--- config.mk ---
export PLATFORM = sky130hd
export DESIGN_NAME = cop_dispatch
export DESIGN_NICKNAME = d
export VERILOG_FILES = /design/src/rtl/cpd_pkg.sv /design/src/rtl/cpd_cond_eval.sv /design/src/rtl/cpd_decode.sv /design/src/rtl/cpd_trap_ctrl.sv /design/src/rtl/cop_dispatch.sv
export SDC_FILE = /design/constraint.sdc
export NUM_CORES = 1
export LEC_CHECK = 0
export BUFFER_PORTS_ARGS = -buffer_cell sky130_fd_sc_hd__buf_2
export CAP_MARGIN = 20
export CORE_MARGIN = 5
export CORE_UTILIZATION = 40
export CTS_BUF_LIST = sky130_fd_sc_hd__clkbuf_4 sky130_fd_sc_hd__clkbuf_8
export DETAILED_ROUTE_END_ITERATION = 8
export PLACE_DENSITY = 0.8
export SYNTH_ARGS = -nofsm -noshare
export SYNTH_HDL_FRONTEND = slang
export SYNTH_SLANG_ARGS = --single-unit
--- constraint.sdc ---
create_clock -name clk -period 2.1 [get_ports clk]
set_clock_uncertainty 0.2 [all_clocks]
set_input_delay 0.105 -clock clk [delete_from_list [all_inputs] [get_ports clk]]
set_output_delay 0.105 -clock clk [all_outputs]
set_load 0.02 [all_outputs]
--- src/rtl/cpd_pkg.sv ---
package cpd_pkg;
   typedef enum logic [2:0] {
      CLS_NONE  = 3'd0,
      CLS_DATA  = 3'd1,
      CLS_LOAD  = 3'd2,
      CLS_STORE = 3'd3,
      CLS_TOCP  = 3'd4,
      CLS_FROMCP = 3'd5
   } cop_cls_e;

   localparam int FLAG_N = 3;
   localparam int FLAG_Z = 2;
   localparam int FLAG_C = 1;
   localparam int FLAG_V = 0;
endpackage

--- src/rtl/cpd_cond_eval.sv ---
module cpd_cond_eval (
   input  logic [3:0] cond,
   input  logic [3:0] flags,
   output logic       pass
);
   import cpd_pkg::*;
   logic n, z, c, v;
   assign n = flags[FLAG_N];
   assign z = flags[FLAG_Z];
   assign c = flags[FLAG_C];
   assign v = flags[FLAG_V];

   always_comb begin
      unique case (cond)
         4'd0:  pass = z;
         4'd1:  pass = !z;
         4'd2:  pass = c;
         4'd3:  pass = !c;
         4'd4:  pass = n;
         4'd5:  pass = !n;
         4'd6:  pass = v;
         4'd7:  pass = !v;
         4'd8:  pass = c && !z;
         4'd9:  pass = !c || z;
         4'd10: pass = (n == v);
         4'd11: pass = (n != v);
         4'd12: pass = !z && (n == v);
         4'd13: pass = z || (n != v);
         4'd14: pass = 1'b1;
         default: pass = 1'b0;
      endcase
   end
endmodule

--- src/rtl/cpd_decode.sv ---
module cpd_decode
   import cpd_pkg::*;
(
   input  logic [3:0] grp,
   input  logic       b20,
   input  logic       b4,
   output cop_cls_e   cls,
   output logic       is_cop
);
   always_comb begin
      cls = CLS_NONE;
      unique case (grp)
         4'hC, 4'hD: cls = b20 ? CLS_LOAD : CLS_STORE;
         4'hE: begin
            if (!b4)     cls = CLS_DATA;
            else if (b20) cls = CLS_FROMCP;
            else         cls = CLS_TOCP;
         end
         default: cls = CLS_NONE;
      endcase
   end
   assign is_cop = (cls != CLS_NONE);
endmodule

--- src/rtl/cpd_trap_ctrl.sv ---
module cpd_trap_ctrl #(
   parameter int          DATA_W      = 32,
   parameter logic [31:0] VECTOR      = 32'h0000_0004,
   parameter logic [4:0]  UND_MODE    = 5'h1B,
   parameter int          IRQ_BIT     = 7,
   parameter int          INSN_BYTES  = 4
) (
   input  logic              clk,
   input  logic              rst_n,
   input  logic              trap_req,
   input  logic [DATA_W-1:0] pc,
   input  logic [DATA_W-1:0] psr,
   output logic              trap,
   output logic [DATA_W-1:0] trap_target,
   output logic [DATA_W-1:0] save_pc,
   output logic [DATA_W-1:0] save_psr,
   output logic [DATA_W-1:0] trap_psr
);
   localparam logic [DATA_W-1:0] STEP = DATA_W'(INSN_BYTES);

   generate
      if (IRQ_BIT < 5 || IRQ_BIT >= DATA_W) begin : g_bad_irq
         $error("IRQ_BIT must lie above the mode field and inside the word");
      end
   endgenerate

   logic [DATA_W-1:0] psr_next;
   always_comb begin
      psr_next          = psr;
      psr_next[4:0]     = UND_MODE;
      psr_next[IRQ_BIT] = 1'b1;
   end

   always_ff @(posedge clk or negedge rst_n) begin
      if (!rst_n) begin
         trap     <= 1'b0;
         save_pc  <= '0;
         save_psr <= '0;
         trap_psr <= '0;
      end else begin
         trap <= trap_req;
         if (trap_req) begin
            save_pc  <= pc + STEP;
            save_psr <= psr;
            trap_psr <= psr_next;
         end
      end
   end

   assign trap_target = DATA_W'(VECTOR);

   p_trap_follows_r7: assert property (@(posedge clk) disable iff (!rst_n)
      trap_req |=> trap);
   p_trap_pc_r8: assert property (@(posedge clk) disable iff (!rst_n)
      trap_req |=> save_pc == $past(pc) + STEP);
   p_trap_mode_r9: assert property (@(posedge clk) disable iff (!rst_n)
      trap |-> (trap_psr[4:0] == UND_MODE) && trap_psr[IRQ_BIT]
               && (trap_psr[DATA_W-1:IRQ_BIT+1] == save_psr[DATA_W-1:IRQ_BIT+1]));
endmodule

--- src/rtl/cop_dispatch.sv ---
module cop_dispatch #(
   parameter int NUM_SLOTS = 16,
   parameter int DATA_W    = 32
) (
   input  logic                 clk,
   input  logic                 rst_n,
   input  logic                 ins_valid,
   input  logic [31:0]          ins_word,
   input  logic [DATA_W-1:0]    ins_pc,
   input  logic [3:0]           flags,
   input  logic [DATA_W-1:0]    psr_in,
   input  logic [NUM_SLOTS-1:0] cp_present,
   input  logic [NUM_SLOTS-1:0] cp_busy,
   output logic [2:0]           cls,
   output logic [NUM_SLOTS-1:0] cp_offer,
   output logic                 stall,
   output logic                 done,
   output logic                 skip,
   output logic                 trap,
   output logic [DATA_W-1:0]    trap_target,
   output logic [DATA_W-1:0]    save_pc,
   output logic [DATA_W-1:0]    save_psr,
   output logic [DATA_W-1:0]    trap_psr
);
   import cpd_pkg::*;
   localparam int NUM_W = 4;

   generate
      if (NUM_SLOTS < 1 || NUM_SLOTS > (1 << NUM_W)) begin : g_bad_slots
         $error("NUM_SLOTS must be between 1 and 16");
      end
      if (DATA_W < 32) begin : g_bad_width
         $error("DATA_W must be at least 32");
      end
   endgenerate

   cop_cls_e   cls_d;
   logic       is_cop, pass;
   logic [NUM_W-1:0] num;
   logic [NUM_SLOTS-1:0] sel;
   logic       live, hit, trap_req;
   logic       unused_bits;

   assign num = ins_word[11:8];
   assign unused_bits = ^{ins_word[23:21], ins_word[19:12], ins_word[7:5], ins_word[3:0]};

   cpd_decode u_dec (
      .grp   (ins_word[27:24]),
      .b20   (ins_word[20]),
      .b4    (ins_word[4]),
      .cls   (cls_d),
      .is_cop(is_cop)
   );

   cpd_cond_eval u_cond (
      .cond (ins_word[31:28]),
      .flags(flags),
      .pass (pass)
   );

   generate
      for (genvar i = 0; i < NUM_SLOTS; i++) begin : g_slot
         assign sel[i] = (num == NUM_W'(i));
      end
   endgenerate

   assign live     = ins_valid && is_cop && pass;
   assign hit      = |(sel & cp_present);
   assign cp_offer = live ? (sel & cp_present) : '0;
   assign stall    = |(cp_offer & cp_busy);
   assign done     = |(cp_offer & ~cp_busy);
   assign skip     = ins_valid && is_cop && !pass;
   assign trap_req = live && !hit;
   assign cls      = cls_d;

   cpd_trap_ctrl #(.DATA_W(DATA_W)) u_trap (
      .clk        (clk),
      .rst_n      (rst_n),
      .trap_req   (trap_req),
      .pc         (ins_pc),
      .psr        (psr_in),
      .trap       (trap),
      .trap_target(trap_target),
      .save_pc    (save_pc),
      .save_psr   (save_psr),
      .trap_psr   (trap_psr)
   );

   p_offer_onehot_r4: assert property (@(posedge clk) disable iff (!rst_n)
      $onehot0(cp_offer));
   p_stall_offered_r5: assert property (@(posedge clk) disable iff (!rst_n)
      stall |-> (|cp_offer) && !done);
   p_skip_quiet_r3: assert property (@(posedge clk) disable iff (!rst_n)
      skip |-> (cp_offer == '0) && !stall ##1 !trap);
   p_idle_quiet_r10: assert property (@(posedge clk) disable iff (!rst_n)
      !ins_valid |-> (cp_offer == '0) && !skip ##1 !trap);
endmodule

## Yosys cells after proc, flatten, opt, wreduce, memory -nomap -nowiden

Cells that the tools add are included.

- Bits of input ports: 135
- Bits in registers: 96
- Logic and storage cells: 70
- Output and inout bits: 151

- Equality and inequality tests: 34
- Reductions and logical operators: 21
- Bitwise logic cells: 4
- $add $sub $neg: 1
- Mux-type cells: 6

Operator list:

| kind | number |
|---|---|
| $eq 4x4->1 const B | 18 |
| $and 16x16->16 | 3 |
| $reduce_or 16->1 | 3 |
| $add 32x3->32 const B | 1 |
| $eq 4x3->1 const B | 8 |
| $eq 4x2->1 const B | 4 |
| $mux 16 | 1 |
| $not 16->16 | 1 |
| $pmux 1 s15 | 1 |
| $eq 4x1->1 const B | 2 |
| $logic_not 4->1 | 2 |
| $logic_and 1x1->1 | 6 |
| $logic_not 1->1 | 6 |
| $pmux 3 s2 | 1 |
| $mux 3 | 1 |
| $reduce_bool 3->1 | 1 |
| $logic_or 1x1->1 | 2 |
| $mux 1 | 2 |
| $reduce_or 2->1 | 1 |
| $eq 1x1->1 | 1 |
| $ne 1x1->1 | 1 |

## Logic depth before layout (Yosys ltp)

Gate-level depths: netlist of the first run.

- Depth in word-level cells: 9
- Mapped depth: 10
- Gate-level depth less buffers: 7

## Cells and area by module

From an unflattened synthesis of the first run, not the netlist that was laid out.

- Cells, all modules: 493
- Area, all modules: 4506.8 µm²

By module, submodules not included:

| module | instances | seq. area each (µm²) | cells each | area each (µm²) |
|---|---|---|---|---|
| cpd_trap_ctrl | 1 | 1651.6 | 336 | 3514.6 |
| cop_dispatch | 1 | 0.0 | 120 | 750.7 |
| cpd_cond_eval | 1 | 0.0 | 28 | 193.9 |
| cpd_decode | 1 | 0.0 | 9 | 47.5 |

## Worst setup path before layout of the first run

OpenSTA, ideal clock, no wires.

- Kind: input to register
- Start: input ins_word[8]
- End: register u_trap.save_pc[0]
- Data required time: 1.775 ns
- Cell stages on the path: 9
- Path buffers: 3
- Slack: -0.191 ns
- Data arrival time: 1.966 ns
- Setup time: 0.125 ns
- Cells stage by stage: buf_2 mux2_4 a32oi_1 nand3_1 a2111oi_2 o211ai_1 buf_4 buf_6 mux2_4

- Word-level cells in the longest chain between the ends: 5
- Elaborated cells on any way between the ends: 20
- Classes of those cells: eq/ne: 15; bitwise: 1; reduce/logical: 4

RTL lines:

| element | line | source |
|---|---|---|
| start: declaration | cop_dispatch.sv:8 | `input logic [31:0] ins_word,` |
| $eq 4x1->1, or another cell as far along | cop_dispatch.sv:63 | `assign sel[i] = (num == NUM_W'(i));` |
| $and 16x16->16 (*) | cop_dispatch.sv:68 | `assign hit = \|(sel & cp_present);` |
| $reduce_or 16->1 (*) | cop_dispatch.sv:68 |  |
| $logic_not 1->1 (*) | cop_dispatch.sv:73 | `assign trap_req = live && !hit;` |
| $logic_and 1x1->1 (*) | cop_dispatch.sv:73 |  |
| end signal: assignment | cpd_trap_ctrl.sv:43 | `save_pc <= pc + STEP;` |
| end: declaration | cpd_trap_ctrl.sv:15 | `output logic [DATA_W-1:0] save_pc,` |

Every way passes the cells marked *; elsewhere a longest branch is shown, timed or not.
A chain may end at the register's enable or synchronous reset.

## Worst setup path in the final report of the first run

- Start: input flags[2]
- End: register u_trap.save_pc[0]

- Word-level cells in the longest chain between the ends: 5
- Elaborated cells on any way between the ends: 8
- Classes of those cells: mux: 1; reduce/logical: 7

RTL lines:

| element | line | source |
|---|---|---|
| start: declaration | cop_dispatch.sv:10 | `input logic [3:0] flags,` |
| $logic_not 1->1 | cpd_cond_eval.sv:16, cpd_cond_eval.sv:23, cpd_cond_eval.sv:27 |  |
| $logic_and 1x1->1 (on tied branches) | cpd_cond_eval.sv:27, cpd_cond_eval.sv:23 |  |
| $pmux 1 s15 (*) | cpd_cond_eval.sv:14 | `unique case (cond)` |
| $logic_and 1x1->1 (*) | cop_dispatch.sv:67 | `assign live = ins_valid && is_cop && pass;` |
| $logic_and 1x1->1 (*) | cop_dispatch.sv:73 |  |

Marks and branches as above.

==> flow_summary.yaml, run 1 <==
outcome:
  status: "complete, but fails checks"
  violations: "setup timing"
flow_run:
  drv_cap: 0
routing:
  drc: 0
  viasPerCell: 5.25
  drt-initial-drc-count: 382
  vias: 4617
  ant_nets: 0
  drtPass1Iterations: 5
  wl_per_cell_um: 19.0
  finalWirelength_mm: 16.7
synthesis:
  yosys_warnings: 0
  avgSynthCellArea_um2: 10.4
  synth_cells: 425
  synth_edf_count: 0
  netlist-cell-type-count: 45
  yosysTopAreaCell: "dfrtp_1"
  synth-seq-cells: 66
  synth_ff_type: "dfrtp_1"
  synth_top_area_share_pct: 37.5
  async_flop_share_pct: 100
  synth_area_um2: 4400
  synth_most_common_cell: "dfrtp_1"
  synthTopCellsByCount: "dfrtp_1 (66), buf_4 (64), mux2_4 (38)"
  ys_top_cells_by_area: "dfrtp_1 (38%), mux2_4 (13%), buf_4 (11%)"
  seq_area_frac_synth_pct: 37.5
sta:
  fmax_ghz: 0.472
  min_period_ps: 2120
  finalHoldViolations: 0
  worst_slack_ps: -18.7
  rsz0062_at_grt: "yes"
  fin_crit_sh_pct: 101
  finalSetupViolations: 17
  hold_ws_ps: 24.6
  slew_viol_final: 0
grt:
  grt_max_degree: 52
  grt.total_usage_pct: 23.7
  grt_pass1_vias: 4833
  overflow: 0
  grt_pass1_wl_mm: 24.8
  antenna_found_initial: 0
floorplan:
  rows: 38
  die_h_um: 115
  ios: 286
  start_util_pct: 40.8
  coreArea_um2: 10800
  die_area_um2: 13200
  die-width_um: 115
final_layout:
  fin_area_um2: 6800
  drive_above_1_share_pct: 53.0
  utilization_pct: 63.0
  instances_no_fill: 879
  num-nets-final: 869
  area_growth_pct: 54.6
power_and_ir_drop:
  leakage_nw: 3.53
  power.density_nw_per_um2: 883
  p_total_mw: 6.00
  ir_drop_v: 0.00101
setup_path:
  end_kind: "flip-flop"
  critPathSlowestCell: "o311ai_2"
  max_stage_delay_ps: 320
  critical_path.most_common_cell: "buf_4"
  cp-start-kind: "input port"
  crit_buf_inv: 4
  worstSetupPathDepth: 10
  path_max_fanout: 16
  cp_cell_sequence: "buf_8 -> o21bai_1 -> a211o_1 -> o311ai_2 -> o2111ai_2 -> buf_4 -> o211ai_1 -> buf_12 -> buf_4 -> mux2_4"
  critical-path-top-delay-family: "compound AO/OA/AOI/OAI gates"
  crit_arrival_ps: 2150
  rr_worst_depth: 1
  criticalPathCategory: "input port to flip-flop"
  crit_required_ps: 2130
placed_design:
  portBuffers: 234
  dp.cells: 797
  placed_area_um2: 5710
  gp_congestion: 0.978
  dp_hpwl_mm: 11.5
clocking:
  cts_made_buffers: 9
  cts.sinks: 66
  htreeDepth: 3
  tritoncts: "done"
  clkLatencyLatePin_ps: 350
  cts_buffer_depth: 2
  clockRootBuffer: "clkbuf_8"
  cts.clk_slew.worst_paths_ps: 70
hold_path:
  hold_class: "input port to flip-flop"
  whs_path_depth: 3
-- layer usage --
layer,share of wire [%],track usage [%],wire length (µm)
met1,34,24.9,5670
met4,4.4,13.2,734
met5,0,0,0
met2,52,43.7,8780
met3,9.2,5.00,1540
-- state kept, by name, summed over array words and instances (netlist names) --
| signal | cells |
|---|---|
| u_trap.save_psr | 32 |
| u_trap.save_pc | 32 |
| u_trap.trap | 1 |
| u_trap.trap_psr | 1 |
-- cells by family after synthesis --
logic type               after synthesis  synth area share (%)
AO/OA/AOI/OAI                         31                  5.18
XOR/XNOR                              31                  6.17
adder cells (fa/ha/maj)                1                 0.284
buffers and inverters                 94                  14.3
flip-flops                            66                  37.5
multiplexers                          69                  21.1
other                                  2                 0.171
AND/OR/NAND/NOR                      131                  15.3
-- worst min-delay path, stage by stage --
cell	delay (ps)
buf_2	120
xor2_1	150
mux2_2	150
-- placed cells by master (no fill, tap or decap), types with 5 or more instances in the layout --
cell	synthesis	routed
a21oi_1	7	7
and3_1	7	7
buf_12	0	5
buf_2	5	216
buf_4	64	53
buf_6	4	10
clkbuf_8	0	11
conb_1	2	33
dfrtp_1	66	66
dlygate4sd3_1	0	61
inv_1	12	12
mux2_2	28	28
mux2_4	38	38
nand2_1	18	18
nand3_1	29	29
nand4_1	14	14
nor2_1	32	23
nor2_4	0	9
nor2b_1	5	5
o22ai_1	7	7
xnor2_1	23	23
xor2_1	8	8
-- cell type report --
type / count / area [µm²]
Antenna cell: 1 / 2.50
Sequential cell: 66 / 1650
Clock inverter: 4 / 26.3
Timing Repair Buffer: 348 / 2370
Fill cell: 760 / 3990
Inverter: 12 / 45.0
Tap cell: 140 / 175
Clock buffer: 12 / 159
Multi-Input combinational cell: 296 / 2370
-- metrics by stage --
stage / setup TNS, ps / setup slack [ps]
2_1_floorplan: -2610 / -72.3
3_3_place_gp: -13980 / -244
3_5_place_dp: -17340 / -309
4_1_cts: 0 / 11.2
5_1_grt: -2990 / -73.1
6_report: -125 / -18.7
-- path summary, 6_finish.rpt --
path | end | slack [ps] | startpoint
min in group asynchronous | u_trap.save_pc[13] | 60 | rst_n
worst min-delay path | u_trap.save_pc[23] | 20 | ins_pc[23]
worst min register to register | u_trap.save_pc[25] | 310 | u_trap.save_pc[25]
max in group asynchronous | u_trap.save_psr[14] | 1020 | rst_n
worst max-delay path | u_trap.save_pc[0] | -20 | flags[2]
worst max register to register | u_trap.save_psr[29] | 1080 | u_trap.save_psr[29]
-- what timing repair did --
action,in CTS,in global routing
endpoints found under the setup margin,18,43
hold buffers,61,0
buffers inserted,1,1
cloned,1,1
endpoints found under the hold margin,126,0
pin swaps,3,11
resized for setup,13,45
-- report_power, final --
group          total, mW  leakage [nW]  switching, mW  internal, mW
Combinational       2.90          2.62           1.67          1.22
Clock               1.00        0.0958          0.500         0.504
Sequential          2.10         0.820          0.363          1.74
No activity file was read; power rests on OpenSTA's default activity.
==> run 2, diff against run 1 <==
--- a/config.mk
+++ b/config.mk
@@ -5,13 +5,13 @@
 export SDC_FILE = /design/constraint.sdc
 export NUM_CORES = 1
 export LEC_CHECK = 0
-export BUFFER_PORTS_ARGS = -buffer_cell sky130_fd_sc_hd__buf_2
 export CAP_MARGIN = 20
-export CORE_MARGIN = 5
-export CORE_UTILIZATION = 40
+export CORE_AREA = 5 5 107 109
 export CTS_BUF_LIST = sky130_fd_sc_hd__clkbuf_4 sky130_fd_sc_hd__clkbuf_8
 export DETAILED_ROUTE_END_ITERATION = 8
-export PLACE_DENSITY = 0.8
+export DIE_AREA = 0 0 112 114
+export DONT_BUFFER_PORTS = 1
+export PLACE_DENSITY = 0.59
 export SYNTH_ARGS = -nofsm -noshare
 export SYNTH_HDL_FRONTEND = slang
 export SYNTH_SLANG_ARGS = --single-unit
==> run 2 against run 1 <==
  * Non-clock buffer count shrank 245
  * Worst setup slack gained 81 ps
  * Die area shrank 3.3%
  * Global-route usage shrank 4.8 points
  * The flow now finishes without violations
  * Register-to-register slack lost 180 ps
==> flow_summary.yaml, run 2 (synthesis gave the netlist of run 1 again) <==
floorplan:
  die-width_um: 112
  coreArea_um2: 10500
  start_util_pct: 41.9
  die_h_um: 114
  rows: 38
  ios: 286
  die_area_um2: 12800
clocking:
  clockRootBuffer: "clkbuf_8"
  clkLatencyLatePin_ps: 340
  htreeDepth: 3
  cts_made_buffers: 9
  cts_buffer_depth: 2
  tritoncts: "done"
  cts.sinks: 66
  cts.clk_slew.worst_paths_ps: 70
routing:
  finalWirelength_mm: 12.7
  wl_per_cell_um: 20.1
  viasPerCell: 5.46
  ant_nets: 0
  vias: 3459
  drtPass1Iterations: 4
  drt-initial-drc-count: 268
  drc: 0
sta:
  worst_slew_pin_slew_ps: 645
  fin_crit_sh_pct: 97.1
  min_period_ps: 2040
  worst_slack_ps: 61.8
  maxSlewHeadroom_pct: 56.7
  finalSetupViolations: 0
  fmax_ghz: 0.491
  finalHoldViolations: 0
  slew_viol_final: 0
placed_design:
  dp_hpwl_mm: 8.87
  dp.cells: 538
  placed_area_um2: 4340
  portBuffers: 0
  gp_congestion: 0.882
  place_ws_ps: -190
grt:
  grt_pass1_vias: 3715
  grt_max_degree: 67
  grt_pass1_wl_mm: 19.3
  antenna_found_initial: 0
  overflow: 0
  grt.total_usage_pct: 18.9
final_layout:
  layout_common_cells: "dlygate4sd3_1 (76), dfrtp_1 (66), mux2_4 (38)"
  fin_area_um2: 5410
  largest_registers: "u_trap.save_pc: 32 flops, u_trap.save_psr: 32 flops"
  final_common_cell: "dlygate4sd3_1"
  drive_above_1_share_pct: 24.5
  n_antenna_cell: 0
  instances_no_fill: 633
  num-nets-final: 624
  area_growth_pct: 22.8
  utilization_pct: 51.4
power_and_ir_drop:
  ir_drop_v: 0.000576
  power.density_nw_per_um2: 979
  leakage_nw: 2.45
setup_path:
  critPathCapture: "u_trap.save_pc[31]"
  crit_arrival_ps: 2060
  crit_required_ps: 2120
  criticalPathCategory: "input port to flip-flop"
  reg2reg_slack_ps: 900
  cp-start-kind: "input port"
  cp-startpoint: "ins_pc[8]"
  reg2reg_to: "u_trap.save_psr[18]"
  end_kind: "flip-flop"
  r2r_start: "u_trap.save_psr[18]"
  path_max_fanout: 5
  rr_worst_depth: 1
outcome:
  status: "completed"
hold_path:
  hold_class: "input port to flip-flop"
flow_run:
  drv_cap: 0
-- run 2: layout make-up --
cell class | count | area [µm²]
Fill cell | 907 | 5100
Multi-Input combinational cell | 296 | 2270
Sequential cell | 66 | 1650
Timing Repair Buffer | 103 | 1030
Tap cell | 140 | 175
Clock buffer | 14 | 168
Clock inverter | 2 | 60.1
Inverter | 12 | 45.0
-- run 2: how the worst min path moves through the flow --
stage | to | from | depth (start not counted)
after detailed placement | u_trap.trap | rst_n | 0
after global routing | u_trap.save_pc[8] | ins_pc[4] | 4
after CTS | u_trap.save_pc[8] | ins_pc[4] | 4
final | u_trap.save_pc[8] | ins_pc[4] | 4
after global placement | u_trap.trap | rst_n | 0
after floorplan | u_trap.save_pc[0] | rst_n | 0
-- run 2: timing repair --
| item | CTS | global route |
|---|---|---|
| buffers inserted | 0 | 2 |
| hold endpoints to repair | 130 | 0 |
| resized for setup | 0 | 7 |
| endpoints found under the setup margin | 0 | 8 |
| hold buffers | 77 | 0 |
-- run 2: routing by layer --
| metal | GRT usage [%] | vias up | part of all wire (%) |
|---|---|---|---|
| met2 | 34.9 | 235 | 51 |
| met5 | 0 | - | 0 |
| met3 | 6.47 | 53 | 10 |
| met4 | 12.0 | 0 | 5.0 |
| met1 | 17.8 | 1652 | 34 |
| li1 | - | 1519 | - |
-- run 2: report_power, final --
group          internal, mW  switching (mW)  leakage [nW]
logic                 0.684           0.389          1.51
registers              1.73            1.27         0.820
clock network         0.756           0.465         0.119
total                  3.17            2.13          2.45
-- run 2: metrics by stage --
step | hold WS [ps] | total power, mW | setup TNS (ps)
global placement | -389 | 3.88 | -8020
global route | 75.3 | 5.52 | -21.9
finish | 47.8 | 5.29 | 0
detailed placement | -389 | 3.92 | -8770
floorplan | -391 | 4.01 | -2610
CTS | 14.5 | 5.32 | 0
-- run 2: critical path, cell delays in order --
cell	delay (ps)
and4_4	230
nand4_1	180
nor4_1	300
buf_4	210
nand3_2	80
xnor2_1	130
dlygate4sd3_1	560
mux2_4	270
